===== src/rtl/lsu_lane_pkg.sv =====
package lsu_lane_pkg;
    localparam int LANES  = 8;
    localparam int DATA_W = LANES * 8;
    localparam int OFF_W  = $clog2(LANES);

    typedef enum logic [1:0] {
        SZ_BYTE  = 2'd0,
        SZ_HALF  = 2'd1,
        SZ_WORD  = 2'd2,
        SZ_DWORD = 2'd3
    } acc_size_e;

    typedef struct packed {
        logic              valid;
        logic              we;
        logic              misalign;
        logic [LANES-1:0]  byte_en;
        logic [DATA_W-1:0] wdata;
        logic [DATA_W-1:0] ldata;
    } lane_result_t;
endpackage


===== src/rtl/lsu_align_check.sv =====
module lsu_align_check
    import lsu_lane_pkg::*;
(
    input  logic [OFF_W-1:0] offset_i,
    input  acc_size_e        size_i,
    input  logic             big_endian_i,
    output logic             misalign_o,
    output logic [OFF_W-1:0] lane_shift_o,
    output logic [LANES-1:0] lane_mask_o
);
    logic [OFF_W:0]   nbytes;
    logic [OFF_W:0]   be_shift;
    logic [LANES-1:0] field_mask;

    always_comb begin
        nbytes     = (OFF_W+1)'(1) << size_i;
        misalign_o = |(offset_i & OFF_W'(nbytes - (OFF_W+1)'(1)));
        be_shift   = (OFF_W+1)'(LANES) - {1'b0, offset_i} - nbytes;
        lane_shift_o = big_endian_i ? be_shift[OFF_W-1:0] : offset_i;
        case (size_i)
            SZ_BYTE:  field_mask = LANES'(8'h01);
            SZ_HALF:  field_mask = LANES'(8'h03);
            SZ_WORD:  field_mask = LANES'(8'h0F);
            default:  field_mask = LANES'(8'hFF);
        endcase
        lane_mask_o = misalign_o ? '0 : (field_mask << lane_shift_o);
    end
endmodule


===== src/rtl/lsu_store_lanes.sv =====
module lsu_store_lanes
    import lsu_lane_pkg::*;
(
    input  acc_size_e         size_i,
    input  logic [OFF_W-1:0]  lane_shift_i,
    input  logic [DATA_W-1:0] store_data_i,
    output logic [DATA_W-1:0] wdata_o
);
    logic [DATA_W-1:0] keep_bits;
    logic [DATA_W-1:0] field;

    for (genvar b = 0; b < LANES; b++) begin : g_keep
        assign keep_bits[b*8 +: 8] = {8{b < (1 << size_i)}};
    end

    always_comb begin
        field   = store_data_i & keep_bits;
        wdata_o = field << {lane_shift_i, 3'b000};
    end
endmodule


===== src/rtl/lsu_load_extract.sv =====
module lsu_load_extract
    import lsu_lane_pkg::*;
(
    input  acc_size_e         size_i,
    input  logic [OFF_W-1:0]  lane_shift_i,
    input  logic              unsigned_i,
    input  logic [DATA_W-1:0] rdata_i,
    output logic [DATA_W-1:0] ldata_o
);
    logic [DATA_W-1:0] aligned;
    logic              fill;

    always_comb begin
        aligned = rdata_i >> {lane_shift_i, 3'b000};
        case (size_i)
            SZ_BYTE: begin
                fill    = ~unsigned_i & aligned[7];
                ldata_o = {{(DATA_W-8){fill}}, aligned[7:0]};
            end
            SZ_HALF: begin
                fill    = ~unsigned_i & aligned[15];
                ldata_o = {{(DATA_W-16){fill}}, aligned[15:0]};
            end
            SZ_WORD: begin
                fill    = ~unsigned_i & aligned[31];
                ldata_o = {{(DATA_W-32){fill}}, aligned[31:0]};
            end
            default: begin
                fill    = 1'b0;
                ldata_o = aligned;
            end
        endcase
    end
endmodule


===== src/rtl/lsu_lane_unit.sv =====
module lsu_lane_unit
    import lsu_lane_pkg::*;
#(
    parameter int ADDR_W  = 32,
    parameter bit OUT_REG = 1'b1
) (
    input  logic              clk,
    input  logic              rst_n,
    input  logic              req_valid,
    input  logic              req_store,
    input  logic [1:0]        req_size,
    input  logic [ADDR_W-1:0] req_addr,
    input  logic              req_unsigned,
    input  logic              big_endian,
    input  logic [DATA_W-1:0] store_data,
    input  logic [DATA_W-1:0] mem_rdata,
    output logic              out_valid,
    output logic [LANES-1:0]  byte_en,
    output logic              mem_we,
    output logic [DATA_W-1:0] mem_wdata,
    output logic              misalign,
    output logic [DATA_W-1:0] load_data
);
    acc_size_e         size_c;
    logic              mis_c;
    logic [OFF_W-1:0]  shift_c;
    logic [LANES-1:0]  mask_c;
    logic [DATA_W-1:0] wdata_c;
    logic [DATA_W-1:0] ldata_c;
    lane_result_t      res_d;
    lane_result_t      res_q;

    assign size_c = acc_size_e'(req_size);

    lsu_align_check u_align (
        .offset_i     (req_addr[OFF_W-1:0]),
        .size_i       (size_c),
        .big_endian_i (big_endian),
        .misalign_o   (mis_c),
        .lane_shift_o (shift_c),
        .lane_mask_o  (mask_c)
    );

    lsu_store_lanes u_store (
        .size_i       (size_c),
        .lane_shift_i (shift_c),
        .store_data_i (store_data),
        .wdata_o      (wdata_c)
    );

    lsu_load_extract u_load (
        .size_i       (size_c),
        .lane_shift_i (shift_c),
        .unsigned_i   (req_unsigned),
        .rdata_i      (mem_rdata),
        .ldata_o      (ldata_c)
    );

    always_comb begin
        res_d = '0;
        if (req_valid) begin
            res_d.valid    = 1'b1;
            res_d.misalign = mis_c;
            if (!mis_c) begin
                res_d.byte_en = mask_c;
                if (req_store) begin
                    res_d.we    = 1'b1;
                    res_d.wdata = wdata_c;
                end else begin
                    res_d.ldata = ldata_c;
                end
            end
        end
    end

    if (OUT_REG) begin : g_reg
        always_ff @(posedge clk) begin
            if (!rst_n) res_q <= '0;
            else        res_q <= res_d;
        end
    end else begin : g_comb
        assign res_q = res_d;
    end

    assign out_valid = res_q.valid;
    assign byte_en   = res_q.byte_en;
    assign mem_we    = res_q.we;
    assign mem_wdata = res_q.wdata;
    assign misalign  = res_q.misalign;
    assign load_data = res_q.ldata;

    // Lane computation never spills past the top lane for a legal request
    assert_lane_fits_R1: assert property (@(posedge clk) disable iff (!rst_n)
        (req_valid && !mis_c) |-> (({1'b0, shift_c} + (4'd1 << req_size)) <= 4'd8));

    assert_misalign_silent_R4: assert property (@(posedge clk) disable iff (!rst_n)
        misalign |-> (byte_en == '0 && !mem_we && load_data == '0));

    assert_store_width_R5: assert property (@(posedge clk) disable iff (!rst_n)
        mem_we |-> (out_valid && $countones(byte_en) >= 1 && !misalign));

    assert_idle_quiet_R8: assert property (@(posedge clk) disable iff (!rst_n)
        !out_valid |-> (byte_en == '0 && !mem_we && !misalign));

    if (OUT_REG) begin : g_lat_chk
        assert_latency_R9: assert property (@(posedge clk) disable iff (!rst_n)
            $past(rst_n) |-> (out_valid == $past(req_valid)));
    end
endmodule


===== config.mk =====
export PLATFORM = sky130hd
export DESIGN_NAME = lsu_lane_unit
export DESIGN_NICKNAME = d
export VERILOG_FILES = /design/src/rtl/lsu_lane_pkg.sv /design/src/rtl/lsu_align_check.sv /design/src/rtl/lsu_store_lanes.sv /design/src/rtl/lsu_load_extract.sv /design/src/rtl/lsu_lane_unit.sv
export SDC_FILE = /design/constraint.sdc
export NUM_CORES = 1
export LEC_CHECK = 0
export BUFFER_PORTS_ARGS = -buffer_cell sky130_fd_sc_hd__buf_2
export CAP_MARGIN = 25
export CORE_MARGIN = 2
export CORE_UTILIZATION = 50
export DETAILED_ROUTE_END_ITERATION = 7
export PLACE_DENSITY = 0.87
export SETUP_SLACK_MARGIN = 0.4
export SYNTH_ARGS = -nofsm -noshare
export SYNTH_HDL_FRONTEND = slang
export SYNTH_SLANG_ARGS = --single-unit

===== constraint.sdc =====
create_clock -name clk -period 5.6 [get_ports clk]
set_clock_uncertainty 0.2 [all_clocks]
set_input_delay 1.12 -clock clk [delete_from_list [all_inputs] [get_ports clk]]
set_output_delay 1.12 -clock clk [all_outputs]
set_load 0.005 [all_outputs]

Word level (Yosys, flattened, before mapping)

Index checks and enable logic that the tools add are counted.

Register bits after elaboration: 139
Word-level logic and storage cells: 48

Add/subtract/negate cells: 3
$lt $le $gt $ge: 8
Equal/unequal tests: 2
Shift operators: 5
Mux-type cells: 9
Bitwise logic cells: 9
Reduce and logical (&&, ||, !) cells: 6

Operators with widths:

| cell                                                | number |
|---|---|
| one-hot mux 64 bit (3 select lines)                 | 1 |
| two-way mux 139 bit                                 | 1 |
| two-way mux 136 bit                                 | 1 |
| < comparator 4 x 32 -> 1 bit (first input constant) | 4 |
| two-way mux 64 bit                                  | 2 |
| AND 64 bit                                          | 1 |
| < comparator 3 x 32 -> 1 bit (first input constant) | 2 |
| left shift 64 x 6 -> 64 bit                         | 1 |
| right shift 64 x 6 -> 64 bit                        | 1 |
| < comparator 1 x 32 -> 1 bit (first input constant) | 1 |
| < comparator 2 x 32 -> 1 bit (first input constant) | 1 |
| left shift 1 x 2 -> 32 bit (first input constant)   | 1 |
| one-hot mux 8 bit (3 select lines)                  | 1 |
| OR reduction 6 bit                                  | 2 |
| left shift 8 x 3 -> 8 bit                           | 1 |
| OR reduction 5 bit                                  | 1 |
| NOT 1 bit                                           | 4 |
| AND 1 bit                                           | 3 |
| AND 3 bit                                           | 1 |
| two-way mux 3 bit                                   | 1 |
| OR reduction 3 bit                                  | 1 |
| left shift 1 x 2 -> 3 bit (first input constant)    | 1 |
| subtractor 1 x 3 -> 3 bit (first input constant)    | 1 |
| subtractor 3 x 1 -> 3 bit (second input constant)   | 1 |
| other kinds (6)                                     | 7 |

Depth between registers and ports, before layout

Gate-level depths: netlist of run 1.

Depth after elaboration: 9
Mapped depth: 14
Gate-level depth less buffers: 9

Cells and area by module

From an unflattened synthesis of run 1, not the netlist that was laid out.

Cell total of the unflattened synthesis: 877
Area, all modules: 8,420.6 µm²

By module, submodules not included:

| module           | instances | cells each | area each (µm²) | seq. area each (µm²) |
|---|---|---|---|---|
| lsu_lane_unit    | 1         | 294        | 3,824.9         | 2,782.7 |
| lsu_load_extract | 1         | 264        | 2,299.7         | 0.0 |
| lsu_store_lanes  | 1         | 271        | 1,923.1         | 0.0 |
| lsu_align_check  | 1         | 48         | 372.9           | 0.0 |

Worst setup path after synthesis of run 1

No wires, ideal clock.

Kind: in2reg
Start point: in req_size[0]
End point: reg res_q, in the netlist load_data[50]
Setup time: 0.141 ns
Arrival time: 4.063 ns
Data required time: 5.259 ns
Slack: 1.196 ns
Stages on the path: 13
Path buffers: 4
Cell sequence: clkbuf_1 or2_2 clkbuf_1 clkbuf_1 ha_1 ha_1 mux2i_1 nor2_2 o2bb2ai_1 mux2_4 a2bb2oi_4 buf_4 a211oi_1

Longest elaborated chain between the ends: 6

RTL lines:

| item                                | RTL line                                                               | text |
|---|---|---|
| from (decl)                         | lsu_lane_unit.sv:11                                                    | `input logic [1:0] req_size,` |
| left shift 1 x 2 -> 3 bit           | lsu_align_check.sv:16                                                  | `nbytes = (OFF_W+1)'(1) << size_i;` |
| subtractor 3 bit                    | lsu_align_check.sv:18                                                  | `be_shift = (OFF_W+1)'(LANES) - {1'b0, offset_i} - nbytes;` |
| two-way mux 3 bit                   | lsu_align_check.sv:19                                                  | `lane_shift_o = big_endian_i ? be_shift[OFF_W-1:0] : offset_i;` |
| right shift 64 x 6 -> 64 bit        | lsu_load_extract.sv:14                                                 | `aligned = rdata_i >> {lane_shift_i, 3'b000};` |
| AND 1 bit, on equally long branches | lsu_load_extract.sv:25, lsu_load_extract.sv:17, lsu_load_extract.sv:21 |  |
| one-hot mux 64 bit (3 select lines) | lsu_load_extract.sv:15                                                 | `case (size_i)` |
| to (signal assigned)                | lsu_lane_unit.sv:79                                                    | `else res_q <= res_d;` |
| to (decl)                           | lsu_lane_unit.sv:31                                                    | `lane_result_t res_q;` |

Parallel ways exist; a longest one is shown, timed or not.
A chain may end at the register's enable or synchronous reset.

Worst setup path in the final report of run 1

Start point: in req_size[0]
End point: reg res_q, in the netlist load_data[20]

Longest elaborated chain between the ends: 6

RTL lines:

| item                                | RTL line |
|---|---|
| left shift 1 x 2 -> 3 bit           | lsu_align_check.sv:16 |
| subtractor 3 bit                    | lsu_align_check.sv:18 |
| two-way mux 3 bit                   | lsu_align_check.sv:19 |
| right shift 64 x 6 -> 64 bit        | lsu_load_extract.sv:14 |
| AND 1 bit, on equally long branches | lsu_load_extract.sv:21, lsu_load_extract.sv:17 |
| one-hot mux 64 bit (3 select lines) | lsu_load_extract.sv:15 |

Parallel ways exist; a longest one is shown, timed or not.

==> flow_summary.toml, run 1 <==
[outcome]
outcome = "complete, no violations"

[cts]
clkTransAtPathRegs_ps = 60
clockBufferDepth = 2
clock-sinks = 139
numCtsBuffers = 17
htree_num_levels = 4
postCtsSetupBuffers = 0
cts-root-buf = "clkbuf_16"
cts_tree = "done"
cts-resized-gates = 0
hold_buffers = 0

[detailed_routing]
drt-initial-drc-count = 1306
vias_per_cell = 6.126
antenna_left = 0
num_vias = 8932
wl_per_cell_um = 19.99
wl_um = 29150
drcViolationCount = 0
drtPass1Iterations = 7

[floorplanning]
initial_utilization_pct = 51.29
dieArea_um2 = 16670
die_y_um = 129.1
core-area_um2 = 15260
ios = 307
num_rows = 45
die_x_um = 129.1

[timing]
finalSetupViolCount = 0
timing.slew.headroom_pct = 23.71
period_share_pct = 81.26
fmax_mhz = 219.8
worst_pin_slew_ps = 1130
grt_setup_unrepaired = "no"
drv_slew = 0
hold_violations = 0
fin_setup_tns_ps = 0
whs_ps = 743.7
fin_crit_ps = 4550

[cells_and_area]
multiInputGateArea_um2 = 4598
final_area_um2 = 9798
nFillCells = 1362
area_growth_syn_to_layout_pct = 25.20
seqCellArea_um2 = 2783
layout-drive-gt1-share_pct = 29.31
utilization_pct = 64.21
nets = 1401

[setup_path]
path_cells = "buf_2 > nor2b_1 > xnor2_1 > ha_1 > nor4b_2 > o311a_2 > buf_4 > nor3_1 > o21ai_0 > a31oi_1"
cp.arrival_ps = 4610
required_ps = 5660
start_kind = "input port"
path_class = "input port to flop"
worst_path_max_delay_cell = "buf_4"
worstSetupEndpointType = "flop"
cpPeakStageDelay_ps = 570
path_max_fanout = 54

[logic_synthesis]
synth-seq-cells = 139
synthFlopType = "dfxtp_1"
synth_nets = 1186
synth_cells = 1014
yosysSeqAreaShare_pct = 35.56
syn_area_um2 = 7826
yosys.cell_types.count = 58
synth_edf_count = 0
synth.avg_cell_area_um2 = 7.718
yosys_warnings = 0
async_flop_share_pct = 0

[placement]
hpwl_um = 21090
portBuffers = 277
gp_congestion = 0.9770
placed_area_um2 = 9235

[grt]
track_usage_pct = 33.86
grt_max_degree = 73
antenna_found_initial = 4
grt_pass1_wl_um = 43330
grt_overflow = 0
grt_pass1_vias = 7636

[pwr]
p_per_area_nw_per_um2 = 287.8
p_leak_uw = 0.004500
peakVddDrop_mv = 0.2026

[run]
maxCapViolations = 0

[min_path]
hold_path_class = "input port to flop"
placed cells by master (no fill, tap or decap), drive strengths merged, types with 5 or more instances in the layout:
cell and instances:
a211oi 33, a21boi 16, a21oi 80, a221oi 10
a22o 8, a22oi 7, a2bb2oi 9, a311oi 16
a31oi 17, and2 11, and3 24, buf 299
clkbuf 17, dfxtp 139, diode 5, inv 15
mux2 11, mux2i 56, nand2 190, nand3 40
nand4 8, nor2 82, nor3 26, o211ai 24
o21a 8, o21ai 35, o22ai 9, o2bb2ai 8
o311ai 7, or3 9
worst max-delay path, delay by kind of cell:
| kind | cells | cell delay, ps |
|---|---|---|
| AO/OA/AOI/OAI | 3 | 1120 |
| XOR/XNOR | 1 | 130 |
| adder cells (fa/ha/maj) | 1 | 270 |
| buffers and inverters | 2 | 910 |
| AND/OR/NAND/NOR | 3 | 1040 |
sequential cells by signal, indices dropped and copies added (netlist names):
signal,flops
load_data,64
byte_en,8
out_valid,1
mem_wdata,64
mem_we,1
misalign,1
cell families after synthesis:
kind of cell / synth area share [%]
AND/OR/NAND/NOR: 22.49
AO/OA/AOI/OAI: 25.66
flip-flops: 35.56
buffers and inverters: 6.251
multiplexers: 9.288
adder cells (fa/ha/maj): 0.6395
XOR/XNOR: 0.1119
routing by layer:
layer / wire (um) / track usage, % / vias up
met3: 3546 / 8.258 / 100
met5: 13 / 0 / -
li1: - / - / 4092
met4: 1091 / 14.64 / 2
met2: 12170 / 46.63 / 663
met1: 12330 / 49.87 / 4075
path summary, 6_finish.rpt:
check,from,end,cells after the start
setup / recovery,req_size[0],load_data[20],10
hold / removal,req_valid,misalign,3
power by group:
part           leakage [uW]  internal [uW]  switching [uW]
clock network      0.000266            580             492
logic               0.00311            254             486
registers           0.00112           1000            4.32
total               0.00450           1840             983
cell usage after synthesis (all sizes together), types with 2 or more instances:
master   count  area, um^2
ha           4       50.05
or2          2       12.52
nand3       40       200.2
clkbuf      60       225.2
o21a         8       60.06
nand2b       3       18.77
a311oi      16       140.1
a211oi      33       277.8
nor3        26       130.1
buf         43       237.7
a221oi      10       106.4
and3        24       150.1
or3          9       56.30
inv          6       22.52
mux2        11       127.6
o2bb2ai      8       70.07
dfxtp      139        2783
a22o         8       70.07
a22oi        7       52.55
nor2b        2       12.51
o22ai        9       56.30
a21oi       80       400.4
nand2      190       713.2
a31oi       17       106.4
a2bb2oi      9       96.35
and2        11       68.82
nand4        8       50.05
nor2        82       310.3
o311ai       7       61.31
o211ai      24       180.2
mux2i       56       576.8
a21boi      16       120.1
o21ai       35       175.2
metrics by stage:
stage	worst slack (ps)	power, uW	instances
after detailed placement	710.6	1738	1421
after CTS	1132	2797	1453
after global placement	809.1	1729	1421
final	1050	2820	1458
after global routing	871.4	2923	1456
after floorplan	1196	1521	1014
cell type report:
cell class,count,share of cell area [%]
antenna,5,0.1277
clock buffer,17,4.342
clock inverter,15,1.277
inverter,7,0.2682
multi-input combinational,765,46.93
sequential,139,28.40
tap,211,2.694
timing repair buffer,299,15.96
(Power assumes the default switching activity.)
==> inputs of run 2 (changes only) <==
--- a/config.mk
+++ b/config.mk
@@ -5,12 +5,13 @@
 export SDC_FILE = /design/constraint.sdc
 export NUM_CORES = 1
 export LEC_CHECK = 0
+export ABC_AREA = 1
 export BUFFER_PORTS_ARGS = -buffer_cell sky130_fd_sc_hd__buf_2
 export CAP_MARGIN = 25
 export CORE_MARGIN = 2
-export CORE_UTILIZATION = 50
+export CORE_UTILIZATION = 49
 export DETAILED_ROUTE_END_ITERATION = 7
-export PLACE_DENSITY = 0.87
+export PLACE_DENSITY = 0.86
 export SETUP_SLACK_MARGIN = 0.4
 export SYNTH_ARGS = -nofsm -noshare
 export SYNTH_HDL_FRONTEND = slang
==> constraint.sdc (replaced) <==
create_clock -name clk -period 4.6 [get_ports clk]
set_clock_uncertainty 0.2 [all_clocks]
set_input_delay 0.92 -clock clk [delete_from_list [all_inputs] [get_ports clk]]
set_output_delay 0.92 -clock clk [all_outputs]
set_load 0.005 [all_outputs]
==> run 2 against run 1 <==
Via count about the same. Highest routed layer is now met4. Worst hold slack got worse by 220 ps. Non-clock buffer count decreased by 1. Global-route usage decreased by 1.6 points. Largest cell class unchanged. Clock power increased by 21%. Sequential share of layout area increased by 0.98 points. Largest power group unchanged. Core utilization decreased by 1.5 points.
==> flow_summary.toml, run 2 <==
[outcome]
outcome = "complete, no violations"

[logic_synthesis]
synthFlopType = "dfxtp_1"
synth_compound_area_share_pct = 20.79
syn_area_um2 = 7536
synth-xor-area-share_pct = 0
synth_nets = 1365
synth.largest_area_cell = "dfxtp_1"
netlist_top_cells_count = "nand2_1 (269), nor2_1 (227), dfxtp_1 (139), o21ai_0 (139), inv_1 (102)"
synth.avg_cell_area_um2 = 6.317
async_flop_share_pct = 0
synth_cells = 1193
synthTopCellsByArea = "dfxtp_1 (37%), nand2_1 (13%), nor2_1 (11%)"
synth_most_common_cell = "nand2_1"
yosys.cell_types.count = 33
synth_top_area_share_pct = 36.93
yosysSeqAreaShare_pct = 36.93
synth-seq-cells = 139
synth-simple-area-share_pct = 30.15
synthAdderAreaFrac_pct = 0.6641
synth_edf_count = 0
synthMuxAreaShare_pct = 0.1328
yosys_warnings = 0
synth_top_family_by_area = "simple AND/OR/NAND/NOR gates"

[cts]
hold_buffers = 0
htree_num_levels = 4
postCtsSetupBuffers = 0
cts-root-buf = "clkbuf_16"
cts_tree = "done"
clock-sinks = 139
clockBufferDepth = 2
cts-resized-gates = 0
clkTransAtPathRegs_ps = 60
numCtsBuffers = 17

[timing]
finalWorstSetupSlack_ps = 893.8
fin_crit_ps = 3706
period_share_pct = 80.57
drv_slew = 0
finalSetupViolCount = 0
fmax_mhz = 269.8
worst_pin_slew_ps = 693.0
hold_violations = 0
grt_setup_unrepaired = "no"
fin_setup_tns_ps = 0
timing.slew.headroom_pct = 53.31

[setup_path]
required_ps = 4670
worstSetupEndpointType = "flop"
path_class = "input port to flop"
path_max_fanout = 32
cp.arrival_ps = 3780
start_kind = "input port"

[detailed_routing]
vias_per_cell = 5.488
num_vias = 8934
wl_um = 27350
routed-wl-met3_um = 3173
maxUsedRoutingLayer = "met4"
antenna_left = 0
met2WireLength_um = 11760
drcViolationCount = 0
drt-initial-drc-count = 1466
drtPass1Iterations = 8
wl_met1_um = 11230
wl_per_cell_um = 16.80

[grt]
grt_pass1_vias = 7664
track_usage_pct = 32.22
antenna_found_initial = 6
grt_max_degree = 90
grt_overflow = 0
grt_pass1_wl_um = 40720

[floorplanning]
num_rows = 45
ios = 307
core-area_um2 = 15090
die_y_um = 128.0
dieArea_um2 = 16390
initial_utilization_pct = 49.94
die_x_um = 128.0

[placement]
hpwl_um = 19600
pre_cts_ws_ps = 510.5
gp_congestion = 1.049
portBuffers = 277

[cells_and_area]
layout_commonest_cell = "buf_2"
layout_common_cells = "buf_2 (277), nand2_1 (269), nor2_1 (227)"
layout-drive-gt1-share_pct = 24.74
nFillCells = 1409
nets = 1594
area_growth_syn_to_layout_pct = 25.67

[pwr]
p_per_area_nw_per_um2 = 349.7
power.internal_uw = 2215
netSwitchingFraction_pct = 33.12
peakVddDrop_mv = 0.2422
p_leak_uw = 0.004936
comb_power_share_pct = 23.5
finalPower_uw = 3311
pwr-share-clk_pct = 39.3
power_switching_uw = 1097
power_frac_seq_pct = 37.1

[min_path]
hold_path_class = "input port to flop"

[run]
maxCapViolations = 0
-- run 2: worst max-delay path: stages --
cell and delay, ps:
buf_2 190, inv_2 70, nand2_1 80, buf_4 240, ha_1 270, o22ai_1 180, nor2_1 80, nand2_1 280
inv_2 90, nand2_2 210, clkinv_2 350, nand2_2 640, nor2_1 140
-- run 2: path summary, 6_finish.rpt --
path,start,endpoint,cells past startpoint
worst min-delay path,req_valid,out_valid,3
worst max-delay path,req_size[0],mem_wdata[17],13
-- run 2: metal layers --
| layer | track usage (%) | up-vias |
|---|---|---|
| li1 | - | 4303 |
| met2 | 47.59 | 627 |
| met3 | 7.763 | 84 |
| met5 | 0 | - |
| met4 | 14.87 | 0 |
| met1 | 44.45 | 3920 |
-- run 2: kinds of logic (layout without fill, tap and decap cells) --
logic type / count (synthesis) / in the layout
buffers and inverters: 198 / 440
other: 0 / 5
muxes: 1 / 1
adders and majority gates: 4 / 4
AOI/OAI and AO/OA: 286 / 286
DFF: 139 / 139
and+or+nand+nor: 565 / 565
-- run 2: through the flow --
step	utilization, %	cell area (um^2)	std cells	hold WS [ps]
finish	62.76	9470	1628	519.5
floorplan	-	7536	1193	850.1
global placement	59.01	8905	1591	949.4
global route	62.76	9470	1628	541.5
detailed placement	59.01	8905	1591	950.4
CTS	62.68	9458	1623	511.1
-- run 2: power groups by stage --
stage	sequential [uW]	combinational, uW	clock [uW]
after global routing	1230	856	1360
final	1230	779	1300
after detailed placement	1260	748	0
after global placement	1260	742	0
after floorplan	1260	520	0
after CTS	1230	754	1310
-- run 2: area by class of cell --
type	instances	area, um^2	area share [%]
tap	188	235.2	2.484
multi-input combinational	856	3904	41.22
inverter	110	414.1	4.373
sequential	139	2783	29.38
antenna	5	12.51	0.1321
timing repair buffer	298	1569	16.57
clock inverter	13	120.1	1.268
clock buffer	19	432.9	4.571
==> inputs of run 3 (changes only) <==
==> constraint.sdc (replaced) <==
create_clock -name clk -period 3.8 [get_ports clk]
set_clock_uncertainty 0.2 [all_clocks]
set_input_delay 0.76 -clock clk [delete_from_list [all_inputs] [get_ports clk]]
set_output_delay 0.76 -clock clk [all_outputs]
set_load 0.005 [all_outputs]
==> run 3 against run 2 <==
Sequential power up 21%. Clock power up 29%. Setup slack worse by 300 ps. Sequential cell count unchanged. Non-clock buffer count up 3. Largest cell class unchanged. First-iteration DRC count down 11%. Total power up 24%. Via count up 1.1%. Critical endpoint is now mem_wdata[27].
==> flow_summary.toml, run 3 (synthesis results as in run 2) <==
[timing]
fin_setup_tns_ps = 0
drv_slew = 0
finalSetupViolCount = 0
timing.slew.headroom_pct = 46.07
fin_crit_ps = 3206
grt_setup_unrepaired = "no"
worst_pin_slew_ps = 809.0
hold_violations = 0
period_share_pct = 84.38
fmax_mhz = 311.9

[pwr]
power_switching_uw = 1331
p_leak_uw = 0.004985
power_frac_seq_pct = 36.2
power.internal_uw = 2779
p_per_area_nw_per_um2 = 430.6
comb_power_share_pct = 22.9
pwr-share-clk_pct = 40.9
netSwitchingFraction_pct = 32.38
peakVddDrop_mv = 0.3565
finalPower_uw = 4110

[grt]
grt_pass1_wl_um = 41390
grt_pass1_vias = 7756
track_usage_pct = 32.36
grt_max_degree = 97
grt_overflow = 0
antenna_found_initial = 2

[setup_path]
path_class = "input port to flop"
worstSetupStartpoint = "req_size[0]"
required_ps = 3890
cp.arrival_ps = 3300
setup.worst_path.end = "mem_wdata[27]"
start_kind = "input port"
worstSetupEndpointType = "flop"
path_max_fanout = 32

[detailed_routing]
vias_per_cell = 5.543
antenna_left = 0
wl_per_cell_um = 16.88
drcViolationCount = 0
drtPass1Iterations = 7
wl_um = 27500
num_vias = 9029
drt-initial-drc-count = 1298

[floorplanning]
dieArea_um2 = 16390
initial_utilization_pct = 49.94
die_x_um = 128.0
ios = 307
num_rows = 45
core-area_um2 = 15090
die_y_um = 128.0

[cts]
postCtsSetupBuffers = 0
cts-root-buf = "clkbuf_16"
clock-sinks = 139
clockBufferDepth = 2
numCtsBuffers = 17
htree_num_levels = 4
cts-resized-gates = 0
hold_buffers = 0
clkTransAtPathRegs_ps = 60
cts_tree = "done"

[cells_and_area]
nFillCells = 1398
nets = 1597
layout_commonest_cell = "buf_2"
utilization_pct = 63.25
layout-drive-gt1-share_pct = 24.97
layout_common_cells = "buf_2 (277), nand2_1 (269), nor2_1 (227)"
area_growth_syn_to_layout_pct = 26.65

[placement]
portBuffers = 277
hpwl_um = 19350
gp_congestion = 0.9649

[outcome]
outcome = "complete, no violations"

[min_path]
hold_path_class = "input port to flop"
hold_depth = 3

[run]
maxCapViolations = 0
## run 3: cell count changes in the layout (fill, tap and decap cells not counted)
cell        previous run  this run
buf_12                 2         3
clkbuf_8               0         1
clkinvlp_4             3         1
buf_4                 19        21
bufinv_16              1         2
inv_6                  2         5
clkbuf_1               2         1
inv_8                  0         1
diode_2                5         3
clkinv_2               4         2
clkinv_4               4         3
## run 3: final cells by class
cell class	instances	area (um^2)	area share, %
timing repair buffer	301	1604	16.81
multi-input combinational	856	3904	40.90
inverter	110	414.1	4.339
clock buffer	19	442.9	4.641
sequential	139	2783	29.16
clock inverter	13	153.9	1.612
antenna	3	7.507	0.07866
tap	188	235.2	2.465
## run 3: through the flow
stage | setup WS, ps | cells | area, um^2 | hold WS (ps)
5_1_grt | 424.8 | 1628 | 9542 | 377.6
3_5_place_dp | 217.4 | 1594 | 8940 | 792.1
4_1_cts | 657.9 | 1626 | 9537 | 352.3
6_report | 593.5 | 1629 | 9544 | 356.0
2_1_floorplan | 605.5 | 1193 | 7536 | 690.1
3_3_place_gp | 280.7 | 1594 | 8940 | 794.7
## run 3: power groups by stage
stage                     logic, uW  clock network [uW]  registers (uW)
after global routing           1040                1750            1490
after floorplan                 630                   0            1520
after global placement          895                   0            1520
after detailed placement        901                   0            1520
after CTS                       910                1690            1490
final                           940                1680            1490
## run 3: metal layers
metal  wire, um  vias to the layer above  GRT usage [%]
li1           -                     4309              -
met1      11460                     4025          44.97
met2      12030                      609          48.73
met3       3040                       86          7.137
met4        964                        0          13.19
met5          0                        -              0
## run 3: how the worst min path moves through the flow
| stage | end | start | slack [ps] |
|---|---|---|---|
| finish | out_valid | req_valid | 360 |
| CTS | out_valid | req_valid | 350 |
| global route | out_valid | req_valid | 380 |
| detailed placement | out_valid | req_valid | 790 |
| floorplan | out_valid | req_valid | 690 |
| global placement | out_valid | req_valid | 790 |
## run 3: critical path, cell delays in order
cell and delay [ps]:
buf_2 180, inv_2 70, nand2_1 100, buf_4 350
ha_1 290, o22ai_1 170, nor2_1 80, nand2_1 250
inv_2 80, nand2_2 200, clkinv_2 280, nand2_2 160
buf_12 200, nor2_1 70
